===== src/rtl/r22_bf2_pkg.sv =====
package r22_bf2_pkg;
  typedef enum logic {
    PH_FILL = 1'b0,
    PH_BFLY = 1'b1
  } bf2_phase_e;
endpackage


===== src/rtl/r22_bf2_delay.sv =====
module r22_bf2_delay #(
  parameter int WIDTH = 32,
  parameter int DEPTH = 4
) (
  input  logic             clk,
  input  logic             rst_n,
  input  logic             shift_en,
  input  logic [WIDTH-1:0] din,
  output logic [WIDTH-1:0] head
);
  logic [WIDTH-1:0] stg [DEPTH];

  generate
    for (genvar i = 0; i < DEPTH; i++) begin : g_stage
      logic [WIDTH-1:0] src;
      if (i == 0) begin : g_first
        assign src = din;
      end else begin : g_rest
        assign src = stg[i-1];
      end
      always_ff @(posedge clk or negedge rst_n) begin
        if (!rst_n) begin
          stg[i] <= '0;
        end else if (shift_en) begin
          stg[i] <= src;
        end
      end
    end
  endgenerate

  assign head = stg[DEPTH-1];
endmodule


===== src/rtl/r22_bf2_rot.sv =====
module r22_bf2_rot #(
  parameter int W = 16
) (
  input  logic         rot_en,
  input  logic [W-1:0] a_re,
  input  logic [W-1:0] a_im,
  output logic [W-1:0] y_re,
  output logic [W-1:0] y_im
);
  localparam logic [W-1:0] MOST_NEG = {1'b1, {(W-1){1'b0}}};
  localparam logic [W-1:0] MOST_POS = {1'b0, {(W-1){1'b1}}};

  logic [W-1:0] neg_re;

  always_comb begin
    neg_re = (a_re == MOST_NEG) ? MOST_POS : (~a_re + 1'b1);
    if (rot_en) begin
      y_re = a_im;
      y_im = neg_re;
    end else begin
      y_re = a_re;
      y_im = a_im;
    end
  end
endmodule


===== src/rtl/r22_bf2_ctrl.sv =====
module r22_bf2_ctrl
  import r22_bf2_pkg::*;
#(
  parameter int DEPTH = 4
) (
  input  logic       clk,
  input  logic       rst_n,
  input  logic       in_valid,
  output bf2_phase_e phase,
  output logic       rot_en,
  output logic       primed
);
  localparam int CW = $clog2(DEPTH) + 2;
  localparam logic [CW-1:0] LAST_FILL = CW'(DEPTH - 1);

  logic [CW-1:0] cnt_q, cnt_d;
  logic          primed_q, primed_d;

  always_comb begin
    cnt_d    = cnt_q;
    primed_d = primed_q;
    if (in_valid) begin
      cnt_d = cnt_q + 1'b1;
      if (cnt_q == LAST_FILL) begin
        primed_d = 1'b1;
      end
    end
  end

  always_ff @(posedge clk or negedge rst_n) begin
    if (!rst_n) begin
      cnt_q    <= '0;
      primed_q <= 1'b0;
    end else begin
      cnt_q    <= cnt_d;
      primed_q <= primed_d;
    end
  end

  assign phase  = bf2_phase_e'(cnt_q[CW-2]);
  assign rot_en = cnt_q[CW-1] & cnt_q[CW-2];
  assign primed = primed_q;

  a_r2_hold_cnt: assert property (@(posedge clk) disable iff (!rst_n)
    !in_valid |=> $stable(cnt_q));

  a_r6_rot_in_bfly: assert property (@(posedge clk) disable iff (!rst_n)
    rot_en |-> (phase == PH_BFLY));
endmodule


===== src/rtl/r22_bf2_sdf.sv =====
module r22_bf2_sdf
  import r22_bf2_pkg::*;
#(
  parameter int W     = 16,
  parameter int DEPTH = 4
) (
  input  logic         clk,
  input  logic         rst_n,
  input  logic         in_valid,
  input  logic [W-1:0] in_re,
  input  logic [W-1:0] in_im,
  output logic         out_valid,
  output logic [W-1:0] out_re,
  output logic [W-1:0] out_im
);
  localparam int W2 = 2 * W;

  bf2_phase_e   phase;
  logic         rot_en, primed;
  logic [W-1:0] x_re, x_im, h_re, h_im;
  logic [W2-1:0] head, push;
  logic signed [W:0] sum_re, sum_im, dif_re, dif_im;
  logic [W-1:0] res_re, res_im;
  logic         ov_d, ov_q;
  logic [W-1:0] ore_d, oim_d, ore_q, oim_q;

  r22_bf2_ctrl #(.DEPTH(DEPTH)) ctrl_i (
    .clk(clk), .rst_n(rst_n), .in_valid(in_valid),
    .phase(phase), .rot_en(rot_en), .primed(primed)
  );

  r22_bf2_rot #(.W(W)) rot_i (
    .rot_en(rot_en), .a_re(in_re), .a_im(in_im),
    .y_re(x_re), .y_im(x_im)
  );

  r22_bf2_delay #(.WIDTH(W2), .DEPTH(DEPTH)) fb_i (
    .clk(clk), .rst_n(rst_n), .shift_en(in_valid),
    .din(push), .head(head)
  );

  assign h_re = head[W2-1:W];
  assign h_im = head[W-1:0];

  always_comb begin
    sum_re = ({h_re[W-1], h_re} + {x_re[W-1], x_re}) >>> 1;
    sum_im = ({h_im[W-1], h_im} + {x_im[W-1], x_im}) >>> 1;
    dif_re = ({h_re[W-1], h_re} - {x_re[W-1], x_re}) >>> 1;
    dif_im = ({h_im[W-1], h_im} - {x_im[W-1], x_im}) >>> 1;
    if (phase == PH_BFLY) begin
      push   = {dif_re[W-1:0], dif_im[W-1:0]};
      res_re = sum_re[W-1:0];
      res_im = sum_im[W-1:0];
    end else begin
      push   = {x_re, x_im};
      res_re = h_re;
      res_im = h_im;
    end
  end

  always_comb begin
    ov_d  = in_valid & primed;
    ore_d = ore_q;
    oim_d = oim_q;
    if (ov_d) begin
      ore_d = res_re;
      oim_d = res_im;
    end
  end

  always_ff @(posedge clk or negedge rst_n) begin
    if (!rst_n) begin
      ov_q  <= 1'b0;
      ore_q <= '0;
      oim_q <= '0;
    end else begin
      ov_q  <= ov_d;
      ore_q <= ore_d;
      oim_q <= oim_d;
    end
  end

  assign out_valid = ov_q;
  assign out_re    = ore_q;
  assign out_im    = oim_q;

  a_r3_valid_follows: assert property (@(posedge clk) disable iff (!rst_n)
    out_valid |-> $past(in_valid));

  a_r3_gap_idle: assert property (@(posedge clk) disable iff (!rst_n)
    !in_valid |=> !out_valid);

  a_r5_fill_drains_head: assert property (@(posedge clk) disable iff (!rst_n)
    (in_valid && primed && phase == PH_FILL) |=> ({out_re, out_im} == $past(head)));
endmodule


===== config.mk =====
export PLATFORM = sky130hd
export DESIGN_NAME = r22_bf2_sdf
export DESIGN_NICKNAME = d
export VERILOG_FILES = /design/src/rtl/r22_bf2_pkg.sv /design/src/rtl/r22_bf2_delay.sv /design/src/rtl/r22_bf2_rot.sv /design/src/rtl/r22_bf2_ctrl.sv /design/src/rtl/r22_bf2_sdf.sv
export SDC_FILE = /design/constraint.sdc
export NUM_CORES = 1
export LEC_CHECK = 0
export BUFFER_PORTS_ARGS = -buffer_cell sky130_fd_sc_hd__buf_2
export CAP_MARGIN = 5
export CORE_MARGIN = 4
export CORE_UTILIZATION = 47
export CTS_CLUSTER_SIZE = 20
export DETAILED_ROUTE_END_ITERATION = 8
export GPL_ROUTABILITY_DRIVEN = 0
export MAX_ROUTING_LAYER = met4
export SLEW_MARGIN = 20
export SYNTH_ARGS = -nofsm -noshare
export SYNTH_HDL_FRONTEND = slang
export SYNTH_HIERARCHICAL = 1
export SYNTH_SLANG_ARGS = --single-unit

===== constraint.sdc =====
create_clock -name clk -period 5.4 [get_ports clk]
set_input_delay 1.08 -clock clk [delete_from_list [all_inputs] [get_ports clk]]
set_output_delay 1.08 -clock clk [all_outputs]
set_load 0.02 [all_outputs]

==> results.json, run 1 <==
{
  "ios": 68,
  "setup_viol": 0,
  "drv_slew": 0,
  "synth-seq-cells": 166,
  "holdBufCountCts": 0,
  "regToRegSetupSlack_ns": 1.29,
  "yosysUniqueCellTypes": 85,
  "hold_depth": 1,
  "tns_ns": 0,
  "slew_headroom_pct": 36.5,
  "synthCells": 1092,
  "clockPowerShare_pct": 14.7,
  "synth_most_common_cell": "dfrtp_1",
  "post_cts_buffers": 0,
  "cts_resized": 0,
  "p_seq_share_pct": 26.6,
  "drt_drc_violations_left": 0,
  "overflow": 0,
  "htreeDepth": 4,
  "swShare_pct": 44.7,
  "fp-row-count": 55,
  "hold_end": "out_re[6]",
  "fin_crit_ns": 4.65,
  "max_clock_freq_mhz": 215,
  "syn_area_um2": 11000,
  "start_kind": "input port",
  "rsz0062_at_grt": "false",
  "critPathArrivalTime_ns": 4.96,
  "setup_ws_ns": 0.748,
  "cts_buffer_depth": 2,
  "synth_top_cells_by_area": "dfrtp_1 38%, mux2_2 15%, ha_1 7.1%, xnor2_1 2.7%, a21oi_1 2.6%",
  "yosysWarnings": 6,
  "fin_skew_ns": 0.00911,
  "hold_class": "register to register",
  "dpl_cell_area_um2": 11400,
  "outcome": "finished clean",
  "antenna_found_initial": 0,
  "synth_common_cells": "166 x dfrtp_1, 145 x mux2_2, 72 x nor2_1",
  "synth-edff-count": 0,
  "regToRegEndpoint": "fb_i/g_stage[1].src[25]",
  "antenna_left": 0,
  "clkLatencyLatePin_ns": 0.43,
  "clkTransAtPathRegs_ns": 0.06,
  "clock_sink_count": 166,
  "pre_cts_ws_ns": 0.380,
  "vias_per_cell": 5.80,
  "p_int_w": 0.00476,
  "grt_max_degree": 107,
  "cts_root_buf": "clkbuf_16",
  "nNetsFinal": 1227,
  "core_area_um2": 22800,
  "fp.dieH_um": 161,
  "path_max_fanout": 8,
  "synthToLayoutAreaGrowth_pct": 9.55,
  "p_sw_w": 0.00385,
  "ys_seq_area_share_pct": 37.8,
  "port_buffers": 67,
  "async_flop_share_pct": 100,
  "drt_iter0_drc": 820,
  "drv_cap": 0,
  "vias": 8417,
  "grt_pass1_vias": 8069,
  "antenna_cells": 0,
  "period_share_pct": 86.1,
  "powerDensity_nw_per_um2": 715,
  "worstSetupPathType": "input port to register",
  "worstPathRequired_ns": 5.71,
  "firstDrtPassIters": 5,
  "grtUsageTotal_pct": 21.9,
  "r2r_start": "ctrl_i/cnt_q[3]",
  "drive_gt1_share_pct": 24.9,
  "routed_wl_um": 27400,
  "die-area_um2": 25900,
  "critPathCaptureType": "register",
  "syn_area_per_cell_um2": 10.1,
  "final_core_util_pct": 52.7,
  "p_leak_nw": 5.37,
  "hold_start": "out_re[6]",
  "synth_top_area_cell": "dfrtp_1",
  "syn_nets": 1193,
  "cts_tree": "yes",
  "wl_per_cell_um": 18.9,
  "start_util_pct": 48.1,
  "cts_buffers": 17,
  "synthFlopType": "dfrtp_1",
  "grt_first_pass_wirelength_um": 44300,
  "die_w_um": 161,
  "ir_worst_vdd_v": 0.000247,
  "dpl.hpwl_um": 19700,
  "reg2regPathDepth": 10,
  "synth_top_area_share_pct": 37.8,
  "finalHoldViolCount": 0,
  "tightest_slew_ns": 0.952,
  "final_area_um2": 12000,
  "p_comb_share_pct": 58.7,
  "hold_ws_ns": 0.473
}
[cells by family (layout without fill, tap and decap cells)]
| family | count (synthesis) | after routing | synth area share (%) |
|---|---|---|---|
| xor+xnor | 43 | 43 | 3.43 |
| flops | 166 | 166 | 37.8 |
| buf+inv | 123 | 170 | 5.70 |
| mux | 167 | 167 | 16.9 |
| simple gates | 292 | 292 | 13.7 |
| fa+ha+maj | 66 | 66 | 7.79 |
| compound gates | 235 | 235 | 14.7 |
[critical path, cell delays in order]
cell and delay (ns):
buf_2 0.11, inv_1 0.09, ha_1 0.18, nor3b_2 0.39
and2_1 0.24, nand4_1 0.38, a31oi_1 0.36, inv_1 0.08
ha_1 0.40, nor2b_1 0.24, o31ai_2 0.11, a21oi_1 0.34
a311oi_2 0.21, o41ai_1 0.31, a31oi_1 0.14, mux2_2 0.29
[layer usage]
layer | share of wire, % | wire (um) | track usage [%] | up-vias
li1 | - | - | - | 4008
met1 | 50 | 13800 | 33.6 | 4055
met2 | 40 | 11000 | 29.5 | 309
met3 | 7.0 | 1920 | 3.57 | 45
met4 | 2.3 | 631 | 6.90 | 0
met5 | 0 | 0 | - | -
[power by group through the flow]
stage / combinational, W / sequential [W] / clock [W]
5_1_grt: 0.00556 / 0.00238 / 0.00136
4_1_cts: 0.00500 / 0.00230 / 0.00130
3_3_place_gp: 0.00492 / 0.00230 / 0
3_5_place_dp: 0.00496 / 0.00232 / 0
2_1_floorplan: 0.00373 / 0.00232 / 0
6_report: 0.00505 / 0.00229 / 0.00127
[layout by cell type, fill, tap and decap left out, types with 19 or more instances in the layout]
master   count
nand3_1     28
xnor2_1     34
a31oi_1     19
dfrtp_1    165
and3_1      21
nor2_1      72
ha_1        62
nor3_1      25
mux2i_1     21
o21ai_0     50
inv_1       58
nand2_1     64
buf_2       65
a21oi_1     57
mux2_2     145
[through the flow]
step	power, W	cells
3_3_place_gp	0.00722	1420
2_1_floorplan	0.00605	1092
5_1_grt	0.00931	1452
4_1_cts	0.00860	1452
3_5_place_dp	0.00728	1420
6_report	0.00862	1452
[worst max path at each step]
stage / depth (start not counted) / to / startpoint / slack, ns
5_1_grt: 16 / fb_i/g_stage[1].src[15] / in_re[0] / 0.39
3_5_place_dp: 16 / fb_i/g_stage[1].src[13] / in_re[0] / 0.38
4_1_cts: 16 / fb_i/g_stage[1].src[13] / in_re[0] / 0.82
6_report: 16 / fb_i/g_stage[1].src[15] / in_re[0] / 0.75
2_1_floorplan: 15 / fb_i/g_stage[1].src[12] / in_re[0] / 1.11
3_3_place_gp: 17 / fb_i/g_stage[1].src[12] / in_re[0] / 0.49
[flip-flops by register name, summed over array words and instances, names as in the netlist]
signal	count
fb_i/g_stage.src	96
fb_i/head	32
out_im	16
out_re	16
ctrl_i/cnt_q	4
ctrl_i/primed	1
out_valid	1
[final cells by class]
class / instances / area [um2]
Fill cell: 2144 / 10800
Multi-Input combinational cell: 803 / 6220
Sequential cell: 166 / 4160
Clock buffer: 22 / 464
Timing Repair Buffer: 80 / 454
Tap cell: 313 / 392
Inverter: 58 / 218
Clock inverter: 10 / 144
(Power assumes the default switching activity.)
==> inputs of run 2 (changes only) <==
--- a/config.mk
+++ b/config.mk
@@ -5,12 +5,12 @@
 export SDC_FILE = /design/constraint.sdc
 export NUM_CORES = 1
 export LEC_CHECK = 0
-export BUFFER_PORTS_ARGS = -buffer_cell sky130_fd_sc_hd__buf_2
 export CAP_MARGIN = 5
 export CORE_MARGIN = 4
 export CORE_UTILIZATION = 47
 export CTS_CLUSTER_SIZE = 20
 export DETAILED_ROUTE_END_ITERATION = 8
+export DONT_BUFFER_PORTS = 1
 export GPL_ROUTABILITY_DRIVEN = 0
 export MAX_ROUTING_LAYER = met4
 export SLEW_MARGIN = 20
==> results.json, run 2 (synthesis gave the netlist of run 1 again) <==
{
  "hold_ws_ns": 0.335,
  "nNetsFinal": 1158,
  "period_share_pct": 82.1,
  "synthToLayoutAreaGrowth_pct": 6.09,
  "drt_drc_violations_left": 0,
  "grtUsageTotal_pct": 21.9,
  "worstSetupPathType": "input port to register",
  "vias_per_cell": 5.88,
  "start_util_pct": 48.1,
  "drt_iter0_drc": 824,
  "antenna_left": 0,
  "fin_crit_ns": 4.43,
  "fin_skew_ns": 0.0127,
  "tns_ns": 0,
  "die-area_um2": 25900,
  "clock_sink_count": 166,
  "ir_worst_vdd_v": 0.000286,
  "holdBufCountCts": 0,
  "drv_slew": 0,
  "path_max_fanout": 11,
  "die_w_um": 161,
  "setup_viol": 0,
  "dpl.hpwl_um": 19500,
  "fp-row-count": 55,
  "fillerInstances": 2150,
  "outcome": "finished clean",
  "drv_cap": 0,
  "post_cts_buffers": 0,
  "drive_gt1_share_pct": 20.3,
  "rsz0062_at_grt": "false",
  "ios": 68,
  "p_leak_nw": 5.07,
  "final_cell_mix": "165 x dfrtp_1, 145 x mux2_2, 72 x nor2_1",
  "critPathArrivalTime_ns": 4.78,
  "max_clock_freq_mhz": 226,
  "firstDrtPassIters": 8,
  "critPathCaptureType": "register",
  "cts_buffer_depth": 2,
  "worstPathRequired_ns": 5.75,
  "grt_first_pass_wirelength_um": 44000,
  "htreeDepth": 4,
  "port_buffers": 0,
  "cts_buffers": 17,
  "multi_input_area_um2": 6220,
  "overflow": 0,
  "tightest_slew_ns": 0.856,
  "slew_headroom_pct": 42.9,
  "cts_root_buf": "clkbuf_16",
  "grt_pass1_vias": 7754,
  "cts_tree": "yes",
  "fp.dieH_um": 161,
  "hold_class": "input port to asynchronous set/reset pin",
  "core_area_um2": 22800,
  "antenna_found_initial": 0,
  "start_kind": "input port",
  "powerDensity_nw_per_um2": 723,
  "vias": 8129,
  "routed_wl_um": 27300,
  "finalHoldViolCount": 0,
  "largest_reg_flops": 96,
  "grt_max_degree": 167,
  "seq_area_um2": 4160,
  "cts_resized": 0,
  "wl_per_cell_um": 19.7,
  "final_common_cell": "dfrtp_1",
  "clkTransAtPathRegs_ns": 0.08,
  "antenna_cells": 0,
  "clkLatencyLatePin_ns": 0.44
}
-- run 2: cell types whose count changed in the layout (fill, tap and decap cells not counted), sizes merged --
cell and delta:
buf -69, clkbuf -2, clkinv +2, bufinv -1
inv +1
-- run 2: final timing paths --
check                                        start                       to  slack, ns  cells after the start
setup / recovery                          in_re[0]               out_im[15]       0.97                     14
hold / removal                               rst_n            fb_i/head[15]       0.33                      0
setup reg to reg                   ctrl_i/cnt_q[3]  fb_i/g_stage[1].src[25]       1.30                     10
hold reg to reg            fb_i/g_stage[3].src[15]            fb_i/head[15]       0.49                      1
max in group asynchronous                    rst_n            fb_i/head[21]       4.80                      0
min in group clk           fb_i/g_stage[3].src[15]            fb_i/head[15]       0.49                      1
-- run 2: critical path: stages --
cell and delay [ns]:
inv_1 0.07, ha_1 0.18, nor3b_2 0.20, and2_1 0.27, nand4_1 0.41, a31oi_1 0.50, inv_1 0.12, ha_1 0.54
inv_1 0.22, nand2_1 0.15, nor2_1 0.08, a211oi_1 0.56, o21ai_0 0.27, o21ai_0 0.13
-- run 2: layout make-up --
class                      count  share of cell area [%]
sequential                   166                    35.6
tap                          313                    3.36
inverter                      58                    1.87
clock buffer                  20                    3.92
clock inverter                12                    1.22
timing repair buffer          11                   0.708
multi-input combinational    803                    53.3
-- run 2: power by group --
| group | switching [W] | total, W | internal, W |
|---|---|---|---|
| combinational | 0.00265 | 0.00469 | 0.00204 |
| sequential | 0.000594 | 0.00247 | 0.00188 |
| clock | 0.000556 | 0.00127 | 0.000715 |
-- run 2: stage by stage --
step / cells / total power, W / instance area [um2] / utilization [%] / setup WS [ns]
floorplan: 1092 / 0.00605 / 11000 / - / 1.11
global placement: 1351 / 0.00705 / 11100 / 48.4 / 0.722
finish: 1383 / 0.00843 / 11700 / 51.0 / 0.968
global route: 1383 / 0.00910 / 11700 / 51.0 / 0.727
detailed placement: 1351 / 0.00710 / 11100 / 48.4 / 0.663
CTS: 1383 / 0.00841 / 11700 / 51.0 / 1.08
-- run 2: per-layer routing --
| layer | part of all wire (%) | track usage [%] | wire (um) | vias up |
|---|---|---|---|---|
| met1 | 49 | 32.6 | 13400 | 3977 |
| met2 | 40 | 29.3 | 11000 | 265 |
| met3 | 9.5 | 6.57 | 2590 | 29 |
| met5 | 0 | - | 0 | - |
| met4 | 1.2 | 4.73 | 324 | 0 |
| li1 | - | - | - | 3858 |
